File: src/rtl/sdlc_crc_pkg.sv
package sdlc_crc_pkg;

    typedef enum logic [1:0] {
        ST_HUNT = 2'd0,
        ST_OPEN = 2'd1,
        ST_DATA = 2'd2
    } rx_state_t;

endpackage

File: src/rtl/sdlc_crc_ctrl.sv
module sdlc_crc_ctrl
    import sdlc_crc_pkg::*;
(
    input  logic clk,
    input  logic rst,
    input  logic hunt,
    input  logic flag_seen,
    input  logic frame_end,
    input  logic bit_valid,
    input  logic crc_clear,
    output logic preset_req,
    output logic shift_en,
    output logic latch_en,
    output logic in_hunt,
    output logic in_data
);

    rx_state_t state_q, state_d;

    always_comb begin
        state_d = state_q;
        if (hunt) begin
            state_d = ST_HUNT;
        end else begin
            unique case (state_q)
                ST_HUNT: if (flag_seen || frame_end) state_d = ST_OPEN;
                ST_OPEN: if (!(flag_seen || frame_end || crc_clear) && bit_valid) state_d = ST_DATA;
                ST_DATA: if (flag_seen || frame_end) state_d = ST_OPEN;
                default: state_d = ST_HUNT;
            endcase
        end
    end

    always_ff @(posedge clk) begin
        if (rst) state_q <= ST_HUNT;
        else     state_q <= state_d;
    end

    always_comb begin
        preset_req = 1'b0;
        shift_en   = 1'b0;
        latch_en   = 1'b0;
        in_hunt    = 1'b0;
        in_data    = 1'b0;
        unique case (state_q)
            ST_HUNT: begin
                in_hunt    = 1'b1;
                preset_req = 1'b1;
            end
            ST_OPEN: begin
                preset_req = hunt || flag_seen || frame_end || crc_clear;
                shift_en   = bit_valid && !preset_req;
            end
            ST_DATA: begin
                in_data    = 1'b1;
                preset_req = hunt || flag_seen || frame_end || crc_clear;
                shift_en   = bit_valid && !preset_req;
                latch_en   = frame_end && !hunt;
            end
            default: preset_req = 1'b1;
        endcase
    end

endmodule

File: src/rtl/sdlc_crc_shift.sv
module sdlc_crc_shift #(
    parameter int          W    = 16,
    parameter logic [W-1:0] POLY = 16'h1021
) (
    input  logic         clk,
    input  logic         rst,
    input  logic         preset_ones,
    input  logic         preset_req,
    input  logic         shift_en,
    input  logic         bit_in,
    output logic [W-1:0] crc_reg
);

    logic [W-1:0] preset_val;
    logic [W-1:0] stepped;
    logic         feedback;

    assign preset_val = preset_ones ? {W{1'b1}} : {W{1'b0}};
    assign feedback   = crc_reg[W-1] ^ bit_in;
    assign stepped    = {crc_reg[W-2:0], 1'b0} ^ (feedback ? POLY : {W{1'b0}});

    always_ff @(posedge clk) begin
        if (rst || preset_req) crc_reg <= preset_val;
        else if (shift_en)     crc_reg <= stepped;
    end

endmodule

File: src/rtl/sdlc_crc_judge.sv
module sdlc_crc_judge #(
    parameter int           W       = 16,
    parameter logic [W-1:0] RESIDUE = 16'h1D0F
) (
    input  logic         clk,
    input  logic         rst,
    input  logic         latch_en,
    input  logic [W-1:0] crc_reg,
    output logic         res_valid,
    output logic         crc_err,
    output logic [W-1:0] crc_rem
);

    always_ff @(posedge clk) begin
        if (rst) begin
            res_valid <= 1'b0;
            crc_err   <= 1'b0;
            crc_rem   <= '0;
        end else begin
            res_valid <= latch_en;
            if (latch_en) begin
                crc_rem <= crc_reg;
                crc_err <= (crc_reg != RESIDUE);
            end
        end
    end

endmodule

File: src/rtl/sdlc_rx_crc_check.sv
module sdlc_rx_crc_check #(
    parameter int           W       = 16,
    parameter logic [W-1:0] POLY    = 16'h1021,
    parameter logic [W-1:0] RESIDUE = 16'h1D0F
) (
    input  logic         clk,
    input  logic         rst,
    input  logic         preset_ones,
    input  logic         crc_clear,
    input  logic         hunt,
    input  logic         flag_seen,
    input  logic         frame_end,
    input  logic         bit_valid,
    input  logic         bit_in,
    output logic         res_valid,
    output logic         crc_err,
    output logic [W-1:0] crc_rem
);

    logic         preset_req, shift_en, latch_en, in_hunt, in_data;
    logic [W-1:0] crc_reg;

    sdlc_crc_ctrl u_ctrl (
        .clk        (clk),
        .rst        (rst),
        .hunt       (hunt),
        .flag_seen  (flag_seen),
        .frame_end  (frame_end),
        .bit_valid  (bit_valid),
        .crc_clear  (crc_clear),
        .preset_req (preset_req),
        .shift_en   (shift_en),
        .latch_en   (latch_en),
        .in_hunt    (in_hunt),
        .in_data    (in_data)
    );

    sdlc_crc_shift #(.W(W), .POLY(POLY)) u_shift (
        .clk         (clk),
        .rst         (rst),
        .preset_ones (preset_ones),
        .preset_req  (preset_req),
        .shift_en    (shift_en),
        .bit_in      (bit_in),
        .crc_reg     (crc_reg)
    );

    sdlc_crc_judge #(.W(W), .RESIDUE(RESIDUE)) u_judge (
        .clk       (clk),
        .rst       (rst),
        .latch_en  (latch_en),
        .crc_reg   (crc_reg),
        .res_valid (res_valid),
        .crc_err   (crc_err),
        .crc_rem   (crc_rem)
    );

endmodule

File: config.mk
export PLATFORM = sky130hd
export DESIGN_NAME = sdlc_rx_crc_check
export DESIGN_NICKNAME = d
export VERILOG_FILES = /design/src/rtl/sdlc_crc_pkg.sv /design/src/rtl/sdlc_crc_ctrl.sv /design/src/rtl/sdlc_crc_shift.sv /design/src/rtl/sdlc_crc_judge.sv /design/src/rtl/sdlc_rx_crc_check.sv
export SDC_FILE = /design/constraint.sdc
export NUM_CORES = 1
export LEC_CHECK = 0
export BUFFER_PORTS_ARGS = -buffer_cell sky130_fd_sc_hd__buf_2
export CORE_MARGIN = 5
export CORE_UTILIZATION = 35
export CTS_BUF_LIST = sky130_fd_sc_hd__clkbuf_4 sky130_fd_sc_hd__clkbuf_8
export DETAILED_ROUTE_END_ITERATION = 10
export PLACE_DENSITY_LB_ADDON = 0.08
export SYNTH_ARGS = -nofsm -noshare
export SYNTH_HDL_FRONTEND = slang
export SYNTH_SLANG_ARGS = --single-unit
File: constraint.sdc
create_clock -name clk -period 2.3 [get_ports clk]
set_input_delay 0.23 -clock clk [delete_from_list [all_inputs] [get_ports clk]]
set_output_delay 0.23 -clock clk [all_outputs]
set_load 0.005 [all_outputs]
=== Word level (Yosys, flattened, before mapping) ===
Index checks and enable logic that the tools add are counted.

* Reductions and logical operators: 18
* $mul: 0
* Multiplexer cells: 10
* Div/mod/pow operators: 0
* Magnitude comparators: 0
* Equality and inequality tests: 5
* Shift-type cells: 0
* Add/sub/neg operators: 0
* Bitwise logic cells: 2

{| class="wikitable"
|+ Operators by type and width
! operator !! count
|-
| two-way mux 16 bit || 3
|-
| != test 16 x 13 -> 1 bit (second input constant) || 1
|-
| XOR 16 bit || 1
|-
| two-way mux 13 bit || 1
|-
| logical OR 1 bit || 6
|-
| OR reduction 2 bit || 3
|-
| two-way mux 2 bit || 2
|-
| != test 2 x 1 -> 1 bit (second input constant) || 2
|-
| one-hot mux 2 bit (2 select lines) || 1
|-
| logical AND 1 bit || 3
|-
| logical NOT 1 bit || 3
|-
| two-way mux 1 bit || 3
|-
| == test 2 x 1 -> 1 bit (second input constant) || 1
|-
| == test 2 bit (second input constant) || 1
|-
| logical NOT 2 bit || 1
|-
| AND reduction 2 bit || 1
|-
| nonzero test 2 bit || 1
|-
| XOR 1 bit || 1
|}

* Memories: 0
* Output and inout port bits: 18
* Input port bits: 9
* Bits in latches: 0
* ROM bits: 0
* Bits in writable memories: 0
* Flip-flop bits (word level): 36

=== Logic depth before layout (Yosys ltp) ===
Gate-level depths: netlist (run 1).

* Depth after elaboration: 8
* Mapped depth: 7
* Gate-level depth less buffers: 5

=== By module ===
A second synthesis (run 1) with hierarchy kept.

* Cells, all modules: 130
* Area total of the unflattened synthesis: 1554.0 sq um

{| class="wikitable"
|+ Modules (own cells, without submodules)
! module !! area an instance (sq um) !! sequential area each (sq um) !! times used !! cells an instance
|-
| sdlc_crc_shift || 685.7 || 480.5 || 1 || 42
|-
| sdlc_crc_judge || 670.6 || 360.3 || 1 || 63
|-
| sdlc_crc_ctrl || 197.7 || 40.0 || 1 || 25
|}

=== Least setup slack after synthesis (run 1) ===
Ideal clock, no wire load.

* Kind: flip-flop to flip-flop
* From: register u_ctrl.state_q[0]
* To: register u_shift.crc_reg[0] (enable)
* Stages on the path, launching flop included: 8
* Arrival time: 1.637 ns
* Setup slack: 0.291 ns
* Library setup time: 0.372 ns
* Buffers on the path: 2
* Required time: 1.928 ns
* Clock period less this slack: 2.009 ns
* Cell sequence: dfxtp_1 > inv_1 > ha_1 > nor3b_4 > and2_4 > buf_8 > buf_12 > nand2_1

* Cells in the longest elaborated chain, start to end: 5

{| class="wikitable"
|+ RTL lines
! what !! RTL line !! RTL
|-
| start: declaration || sdlc_crc_ctrl.sv:18 || <nowiki>rx_state_t state_q, state_d;</nowiki>
|-
| start signal: assignment || sdlc_crc_ctrl.sv:36 || <nowiki>else state_q <= state_d;</nowiki>
|-
| == test 2 x 1 -> 1 bit or == test 2 bit (tied branches) || sdlc_crc_ctrl.sv:45 || <nowiki>unique case (state_q)</nowiki>
|-
| OR reduction 2 bit (no source line) (*) || - ||
|-
| two-way mux 1 bit || - ||
|-
| logical OR 1 bit || sdlc_crc_shift.sv:23 || <nowiki>if (rst || preset_req) crc_reg <= preset_val;</nowiki>
|-
| nonzero test 2 bit (no source line) (*) || - ||
|-
| end signal: assignment || sdlc_crc_shift.sv:23 ||
|-
| end signal: assignment || sdlc_crc_shift.sv:24 || <nowiki>else if (shift_en) crc_reg <= stepped;</nowiki>
|-
| end: declaration || sdlc_crc_shift.sv:11 || <nowiki>output logic [W-1:0] crc_reg</nowiki>
|}

Every way passes the cells marked *; elsewhere a longest branch is shown, timed or not.
A chain may end at the register's enable or synchronous reset.

=== Worst setup path after layout (run 1) ===
* From: register u_ctrl.state_q[0]
* To: register u_shift.crc_reg[14] (enable)

Same word-level chain as after synthesis.

==> results of run 1 <==
-- final timing paths --
check                                  start                         endpoint  depth (start not counted)
max           u_ctrl.state_q[0]$_SDFFE_PP0P_    u_shift.crc_reg[14]$_DFFE_PP_                          6
min reg2reg  u_judge.crc_rem[1]$_SDFFE_PP0P_  u_judge.crc_rem[1]$_SDFFE_PP0P_                          2
max reg2reg   u_ctrl.state_q[0]$_SDFFE_PP0P_    u_shift.crc_reg[14]$_DFFE_PP_                          6
min                                frame_end     u_judge.res_valid$_SDFF_PP0_                          2
-- Yosys cell counts, types with 2 or more instances --
cell	number	area share, %
a21o_1	15	7.1
a21oi_1	17	5.4
buf_2	3	0.95
dfxtp_1	20	25
edfxtp_1	16	30
ha_1	5	4.0
inv_1	3	0.71
mux2i_1	2	1.3
nand2_1	34	8.1
nand3b_1	2	0.95
nand4b_1	2	1.1
nor2_1	4	0.95
xnor2_1	3	1.7
-- report_power, final --
group / internal, mW / leakage (nW) / switching (mW)
clock: 0.285 / 0.0549 / 0.220
sequential: 0.688 / 0.331 / 0.0183
combinational: 0.0394 / 0.410 / 0.0422
-- kinds of logic (layout without fill, tap and decap cells) --
| group | count (synthesis) | count (layout) | synth area share [%] |
|---|---|---|---|
| multiplexers | 2 | 2 | 1.27 |
| AO/OA/AOI/OAI | 37 | 37 | 15.6 |
| adder cells (fa/ha/maj) | 5 | 5 | 3.96 |
| flip-flops | 36 | 36 | 55.7 |
| AND/OR/NAND/NOR | 52 | 52 | 16.5 |
| buffers and inverters | 11 | 39 | 5.30 |
| XOR/XNOR | 3 | 3 | 1.66 |
-- cell usage in the layout (no fill, tap or decap) --
cell type,n
a21boi_2,1
a21o_1,15
a21oi_1,17
a221oi_2,1
a31oi_1,1
and2_4,1
and3_1,1
and3b_1,1
buf_2,26
buf_4,2
clkbuf_4,1
clkbuf_8,7
dfxtp_1,20
edfxtp_1,16
ha_1,5
inv_1,3
mux2i_1,2
nand2_1,34
nand2b_1,1
nand3b_1,2
nand4b_1,2
nor2_1,4
nor3_1,1
nor3_2,1
nor3b_4,1
nor4_1,1
nor4b_1,1
o21bai_1,1
o31a_1,1
or2_2,1
xnor2_1,3
-- worst max-delay path: stages, from the launching register on --
cell	delay, ps
dfxtp_1	400
inv_1	90
ha_1	280
nor3b_4	220
and2_4	290
nand2_1	90
buf_4	190
-- area by class of cell --
class,instances,area [um2],share of cell area [%]
flip-flops and latches,36,881,48.4
multi-input cells,99,616,33.8
repair buffers,28,145,7.97
clock buffers,8,104,5.70
well taps,52,65.1,3.57
inverters,3,11.3,0.618
-- stage by stage --
stage | hold slack [ps] | setup WS (ps) | std cells
final | 267 | 496 | 226
after global routing | 270 | 323 | 226
after CTS | 262 | 489 | 226
after detailed placement | 446 | 508 | 218
after global placement | 439 | 556 | 218
after floorplan | 376 | 291 | 146
-- routing by layer --
metal | GRT usage [%] | share of wire (%)
met5 | 0 | 0
met1 | 14.5 | 48
met4 | 5.15 | 1.7
met3 | 3.63 | 5.2
met2 | 17.4 | 45
==> out/results.tsv, run 1 <==
stage	metric	value	unit
clocking	CTS tree	done	
finish	Final Cell Area	1820	um2
clocking	total CTS buffers	5	
yosys	Post-synth EDFFs	16	
timing	Clock Skews	7.65	ps
global_route	initial antenna violation count	0	
clocking	CTS Sinks	36	
finish	Fillers	437	
timing	Fmax	554	MHz
yosys	Top FF cell, synth	dfxtp_1	
global_route	vias in the first global route	1152	
worst_setup_path	CP required	2340	ps
job	Max Cap Violations	0	
routing	Via Count	1099	
routing	routed vias/inst	4.86	
clocking	CTS max path bufs	2	
yosys	FF+latch count, synth	36	
finish	Syn-to-layout area delta	15.3	%
placed_design	GP Congestion	0.678	
yosys	Syn Inst Count	146	
power_and_ir_drop	Overall Power	1.29	mW
routing	DR iter-0 viols	44	
floorplan	Die Ht	77.2	um
worst_setup_path	Critical Path AT	1840	ps
floorplan	Die W	77.2	um
floorplan	row cnt	24	
global_route	largest net degree at the start of global routing	20	
finish	final core occ	41.8	%
routing	WL per Instance	13.9	um
worst_setup_path	Setup CP Type	flip-flop to flip-flop	
run_status	outcome	finished, final reports clean	
power_and_ir_drop	Leakage	0.795	nW
worst_setup_path	worst-path maximum fanout	17	
yosys	sequential fraction of the synthesis area	55.7	%
placed_design	Cell Area, Placed	1720	um2
timing	RSZ-0062 raised after global routing	false	
floorplan	Starting Density	36.3	%
global_route	GRT Overall Usage	11.4	%
finish	layout cells sized above 1	24.1	%
placed_design	port buffer count	26	
timing	Final Max Tran Viols	0	
yosys	syn_area_per_cell	10.8	um2
timing	Tightest Pin Transition	658	ps
timing	Slew HR	56.0	%
timing	setup TNS	0	ps
yosys	Netlist cell types	33	
worst_setup_path	reg2reg setup slack	500	ps
clocking	cts hold-fix bufs	0	
routing	final WL	3140	um
timing	final period utilization	78.4	%
clocking	CTS root buf	clkbuf_8	
floorplan	die footprint	5960	um2
global_route	grt total ovfl	0	
timing	Period minus WS final	1800	ps
yosys	FFs w/ async S/R, synth	0	%
routing	remaining antenna violation count	0	
timing	final hold vios	0	
global_route	first-pass GRT wire length	5530	um
routing	drt drc	0	
placed_design	HPWL Detailed	2320	um
clocking	Clock Latency Late Sink	290	ps
yosys	synthesized area	1580	um2
clocking	Clk pin slew, worst setup/hold paths	70	ps
worst_setup_path	Worst setup SP type	flip-flop	
clocking	post-CTS sizing	0	
yosys	syn_nets	160	
routing	drt pass-1 iters	4	
finish	Layout Nets	187	
timing	Final Setup Violations	0	
finish	Ant. Diodes	0	
floorplan	# IOs	27	
worst_setup_path	CP Capture Type	flip-flop	
min_path	Hold Crit Class	input port to flip-flop	
power_and_ir_drop	PwrDens	710	nW/um2
clocking	CTS H-tree depth	2	
yosys	synth warn	0	
clocking	setup bufs post-CTS	0	
power_and_ir_drop	Worst VDD drop	0.000238	V
floorplan	core area	4350	um2
Note: power is estimated with default switching activity, not from simulation.
==> run 2, diff against run 1 <==
==> constraint.sdc (replaced) <==
create_clock -name clk -period 1.7 [get_ports clk]
set_input_delay 0.17 -clock clk [delete_from_list [all_inputs] [get_ports clk]]
set_output_delay 0.17 -clock clk [all_outputs]
set_load 0.005 [all_outputs]
==> out/results.tsv, run 2 (same netlist as run 1, synthesis figures left out) <==
stage	metric	value	unit	change
finish	most frequent cells in the layout	33 x nand2_1, 26 x buf_2, 19 x dfxtp_1		was 34 x nand2_1, 26 x buf_2, 20 x dfxtp_1
power_and_ir_drop	PwrDens	927	nW/um2	was 710 nW/um2
floorplan	core area	4350	um2	unchanged
timing	hold slack	221	ps	was 267 ps
routing	routed vias/inst	4.94		was 4.86
global_route	largest net degree at the start of global routing	20		unchanged
clocking	total CTS buffers	5		unchanged
floorplan	die footprint	5960	um2	unchanged
timing	Tightest Pin Transition	412	ps	was 658 ps
global_route	first-pass GRT wire length	5440	um	was 5530 um
timing	Period minus WS final	1630	ps	was 1800 ps
routing	final WL	3260	um	was 3140 um
routing	Via Count	1127		was 1099
job	Max Cap Violations	0		unchanged
timing	Final Setup Violations	0		unchanged
placed_design	GP Congestion	0.785		was 0.678
power_and_ir_drop	Worst VDD drop	0.000303	V	was 0.000238 V
power_and_ir_drop	Leakage	0.817	nW	was 0.795 nW
timing	RSZ-0062 raised after global routing	false		unchanged
clocking	Clk pin slew, worst setup/hold paths	70	ps	about the same
floorplan	Die W	77.2	um	unchanged
timing	Fmax	615	MHz	was 554 MHz
finish	Layout Nets	189		was 187
clocking	CTS max path bufs	2		unchanged
worst_setup_path	CP Capture Type	flip-flop		unchanged
clocking	CTS root buf	clkbuf_8		unchanged
placed_design	HPWL Detailed	2310	um	was 2320 um
routing	WL per Instance	14.3	um	was 13.9 um
worst_setup_path	worst path cell trace	inv_2 > ha_1 > nor3b_4 > and2_4 > buf_12 > a21o_1		was inv_1 > ha_1 > nor3b_4 > and2_4 > nand2_1 > buf_4
timing	Final Max Tran Viols	0		unchanged
clocking	CTS H-tree depth	2		unchanged
clocking	CTS Sinks	36		unchanged
power_and_ir_drop	Overall Power	1.74	mW	was 1.29 mW
global_route	initial antenna violation count	0		unchanged
min_path	Hold Crit Class	input port to flip-flop		unchanged
timing	final hold vios	0		unchanged
finish	layout cells sized above 1	26.7	%	was 24.1%
floorplan	row cnt	24		unchanged
clocking	CTS tree	done		unchanged
worst_setup_path	Worst setup SP type	flip-flop		unchanged
worst_setup_path	CP max stage cell	dfxtp_2		was dfxtp_1
placed_design	port buffer count	26		unchanged
floorplan	Die Ht	77.2	um	unchanged
global_route	grt total ovfl	0		unchanged
global_route	GRT Overall Usage	11.2	%	was 11.4%
floorplan	Starting Density	36.3	%	unchanged
timing	final period utilization	95.6	%	was 78.4%
worst_setup_path	slowest stage delay, CP	360	ps	was 400 ps
worst_setup_path	worst-path maximum fanout	14		was 17
routing	drt drc	0		unchanged
timing	Clock Skews	3.63	ps	was 7.65 ps
routing	DR iter-0 viols	38		was 44
worst_setup_path	CP required	1740	ps	was 2340 ps
finish	Syn-to-layout area delta	18.9	%	was 15.3%
global_route	vias in the first global route	1102		was 1152
run_status	outcome	finished, final reports clean		unchanged
worst_setup_path	Setup CP Type	flip-flop to flip-flop		unchanged
floorplan	# IOs	27		unchanged
clocking	Clock Latency Late Sink	280	ps	was 290 ps
routing	remaining antenna violation count	0		unchanged
worst_setup_path	Critical Path AT	1660	ps	was 1840 ps
finish	Ant. Diodes	0		unchanged
finish	commonest non-fill, non-tap cell in the layout	nand2_1		unchanged
routing	drt pass-1 iters	4		unchanged
timing	Slew HR	72.3	%	was 56.0%
run 2: layout make-up:
type,instances,area [um2]
clock buffers,8,97.6
well taps,52,65.1
multi-input cells,99,651
inverters,3,11.3
fillers,431,2470
repair buffers,30,173
flip-flops and latches,36,882
run 2: path summary, 6_finish.rpt:
path	startpoint	slack [ps]	cells after the start	to
min	frame_end	220	2	u_judge.res_valid$_SDFF_PP0_
max	u_ctrl.state_q[1]$_SDFFE_PP0P_	70	6	u_shift.crc_reg[8]$_DFFE_PP_
min reg2reg	u_judge.crc_rem[3]$_SDFFE_PP0P_	450	2	u_judge.crc_rem[3]$_SDFFE_PP0P_
max reg2reg	u_ctrl.state_q[1]$_SDFFE_PP0P_	70	6	u_shift.crc_reg[8]$_DFFE_PP_
run 2: repair_timing:
item	CTS	global route
pin swaps	0	0
endpoints found under the setup margin	31	32
buffers inserted	0	1
hold buffers	0	0
gates resized for setup	1	3
run 2: power by group:
| group | internal, mW | total [mW] | switching [mW] | leakage (nW) |
|---|---|---|---|---|
| logic | 0.0621 | 0.131 | 0.0687 | 0.433 |
| clock network | 0.363 | 0.657 | 0.294 | 0.0523 |
| registers | 0.932 | 0.954 | 0.0222 | 0.331 |
run 2: through the flow:
stage	setup slack [ps]	TNS [ps]	utilization, %	instances	area [um2]
finish	75.0	0	43.2	228	1880
global route	17.3	0	43.2	228	1880
CTS	1.78	0	42.3	227	1840
detailed placement	-34.3	-374	40.0	219	1740
global placement	32.2	0	40.0	219	1740
floorplan	11.9	0	-	146	1600
run 2: routing by layer:
layer  wire (um)  part of all wire [%]  track usage [%]
met5           0                     0                0
met4          40                   1.2             4.30
met3         187                   5.7             3.63
met2        1570                    48             17.7
met1        1460                    45             14.1
run 2: critical path: cells and delay by family (launching register included):
family,cells,cell delay [ps]
flip-flops,1,360
adder cells (fa/ha/maj),1,260
buffers and inverters,2,200
AO/OA/AOI/OAI,1,180
AND/OR/NAND/NOR,2,380
==> run 3, diff against run 2 <==
--- a/config.mk
+++ b/config.mk
@@ -11,6 +11,7 @@
 export CTS_BUF_LIST = sky130_fd_sc_hd__clkbuf_4 sky130_fd_sc_hd__clkbuf_8
 export DETAILED_ROUTE_END_ITERATION = 10
 export PLACE_DENSITY_LB_ADDON = 0.08
+export REMOVE_ABC_BUFFERS = 1
 export SYNTH_ARGS = -nofsm -noshare
 export SYNTH_HDL_FRONTEND = slang
 export SYNTH_SLANG_ARGS = --single-unit
==> out/results.tsv, run 3 (same netlist as run 1, synthesis figures left out) <==
stage	metric	value	unit	change
placed_design	HPWL Detailed	2270	um	was 2310 um
timing	final period utilization	95.7	%	was 95.6%
timing	Final Setup Violations	0		unchanged
clocking	CTS H-tree depth	2		unchanged
global_route	grt total ovfl	0		unchanged
clocking	Clk pin slew, worst setup/hold paths	70	ps	about the same
finish	Layout Nets	193		was 189
worst_setup_path	Setup CP Type	flip-flop to flip-flop		unchanged
power_and_ir_drop	Overall Power	1.73	mW	was 1.74 mW
min_path	Hold Startpoint	frame_end		unchanged
job	Max Cap Violations	0		unchanged
floorplan	Starting Density	36.3	%	unchanged
global_route	GRT Overall Usage	11.6	%	was 11.2%
finish	layout cells sized above 1	29.4	%	was 26.7%
finish	Finished Layout Cells	232		was 228
min_path	Hold Crit Class	input port to flip-flop		unchanged
floorplan	Die Ht	77.2	um	unchanged
finish	area of the multi-input gates	632	um2	was 651 um2
min_path	hold path endpoint	u_judge.res_valid$_SDFF_PP0_		unchanged
clocking	cts hold-fix bufs	0		unchanged
timing	Tightest Pin Transition	421	ps	was 412 ps
timing	Period minus WS final	1630	ps	about the same
routing	uppermost layer routed	met4		unchanged
timing	Final Max Tran Viols	0		unchanged
power_and_ir_drop	Worst VDD drop	0.000338	V	was 0.000303 V
floorplan	Die W	77.2	um	unchanged
placed_design	port buffer count	26		unchanged
routing	WL met2	1540	um	was 1570 um
clocking	setup bufs post-CTS	0		unchanged
clocking	CTS tree	done		unchanged
worst_setup_path	worst-path maximum fanout	8		was 14
routing	routed vias/inst	4.88		was 4.94
routing	met1 wire length	1500	um	was 1460 um
timing	Slew HR	71.9	%	was 72.3%
finish	Reg area	883	um2	was 882 um2
placed_design	GP Congestion	0.800		was 0.785
floorplan	core area	4350	um2	unchanged
timing	final hold vios	0		unchanged
clocking	CTS Sinks	36		unchanged
clocking	Clock Latency Late Sink	280	ps	about the same
worst_setup_path	CP Capture Type	flip-flop		unchanged
routing	met3 WL	192	um	was 187 um
timing	Fmax	615	MHz	about the same
routing	drt pass-1 iters	4		unchanged
global_route	vias in the first global route	1155		was 1102
finish	commonest non-fill, non-tap cell in the layout	nand2_1		unchanged
timing	Clock Skews	6.68	ps	was 3.63 ps
power_and_ir_drop	Leakage	0.855	nW	was 0.817 nW
global_route	first-pass GRT wire length	5510	um	was 5440 um
placed_design	Cell Area, Placed	1780	um2	was 1740 um2
worst_setup_path	r2r endpoint	u_shift.crc_reg[5]$_DFFE_PP_		was u_shift.crc_reg[8]$_DFFE_PP_
routing	WL per Instance	14.1	um	was 14.3 um
routing	final WL	3280	um	was 3260 um
clocking	total CTS buffers	5		unchanged
worst_setup_path	Worst setup SP type	flip-flop		unchanged
worst_setup_path	reg2reg setup slack	70	ps	about the same
power_and_ir_drop	PwrDens	901	nW/um2	was 927 nW/um2
timing	RSZ-0062 raised after global routing	false		unchanged
global_route	largest net degree at the start of global routing	19		was 20
clocking	CTS max path bufs	2		unchanged
clocking	CTS root buf	clkbuf_8		unchanged
routing	Via Count	1133		was 1127
floorplan	die footprint	5960	um2	unchanged
finish	Fillers	427		was 431
min_path	hold path cells	2		unchanged
finish	Final Cell Area	1920	um2	was 1880 um2
routing	DR iter-0 viols	36		was 38
worst_setup_path	R2R Path Start	u_ctrl.state_q[1]$_SDFFE_PP0P_		unchanged
worst_setup_path	R2R cell count	6		unchanged
finish	Ant. Diodes	0		unchanged
run_status	outcome	finished, final reports clean		unchanged
worst_setup_path	CP required	1750	ps	was 1740 ps
placed_design	placed insts	223		was 219
global_route	initial antenna violation count	0		unchanged
floorplan	# IOs	27		unchanged
finish	most frequent cells in the layout	33 x nand2_1, 26 x buf_2, 18 x dfxtp_1		was 33 x nand2_1, 26 x buf_2, 19 x dfxtp_1
routing	drt drc	0		unchanged
worst_setup_path	Critical Path AT	1680	ps	was 1660 ps
floorplan	row cnt	24		unchanged
finish	Syn-to-layout area delta	21.6	%	was 18.9%
routing	remaining antenna violation count	0		unchanged
run 3: timing repair:
item	in CTS	in global routing
gates cloned	0	1
endpoints found under the setup margin	14	31
resized for setup	1	6
run 3: final cells by class:
cell class	count	area share, %
Sequential cell	36	46.0
Clock buffer	8	5.08
Multi-Input combinational cell	99	32.9
Inverter	3	0.586
Tap cell	52	3.39
Timing Repair Buffer	34	12.1
run 3: how the worst max path moves through the flow:
| stage | slack [ps] | to | start |
|---|---|---|---|
| after global routing | 10 | u_shift.crc_reg[8]$_DFFE_PP_ | u_ctrl.state_q[1]$_SDFFE_PP0P_ |
| after global placement | 40 | u_shift.crc_reg[11]$_DFFE_PP_ | u_ctrl.state_q[1]$_SDFFE_PP0P_ |
| final | 70 | u_shift.crc_reg[5]$_DFFE_PP_ | u_ctrl.state_q[1]$_SDFFE_PP0P_ |
| after detailed placement | -3 | u_shift.crc_reg[7]$_DFFE_PP_ | u_ctrl.state_q[1]$_SDFFE_PP0P_ |
| after CTS | 1 | u_shift.crc_reg[2]$_DFFE_PP_ | u_ctrl.state_q[1]$_SDFFE_PP0P_ |
| after floorplan | -140 | u_shift.crc_reg[0]$_DFFE_PP_ | u_ctrl.state_q[0]$_SDFFE_PP0P_ |
run 3: worst max-delay path: stages, from the launching register on:
cell and delay, ps:
dfxtp_2 350, inv_2 50, ha_1 270, nor3b_4 260, and2_4 220, nand2_4 70
clkbuf_16 170
run 3: stage by stage:
step           util, %  setup WS, ps  setup TNS [ps]  hold slack, ps
2_1_floorplan        -          -137           -2190             239
3_3_place_gp      40.9          40.0               0             439
3_5_place_dp      40.9         -2.69           -2.69             444
4_1_cts           43.3          1.40               0             208
5_1_grt           44.1          9.99               0             207
6_report          44.1          73.2               0             219
run 3: report_power, final:
group,switching [mW],internal [mW],total (mW)
clock,0.286,0.362,0.648
sequential,0.0221,0.932,0.954
combinational,0.0654,0.0639,0.129
total,0.374,1.36,1.73
run 3: routing by layer:
metal,track usage [%],vias up
met4,4.12,0
met2,18.5,30
met1,14.0,527
met5,0,-
met3,4.57,6
li1,-,570
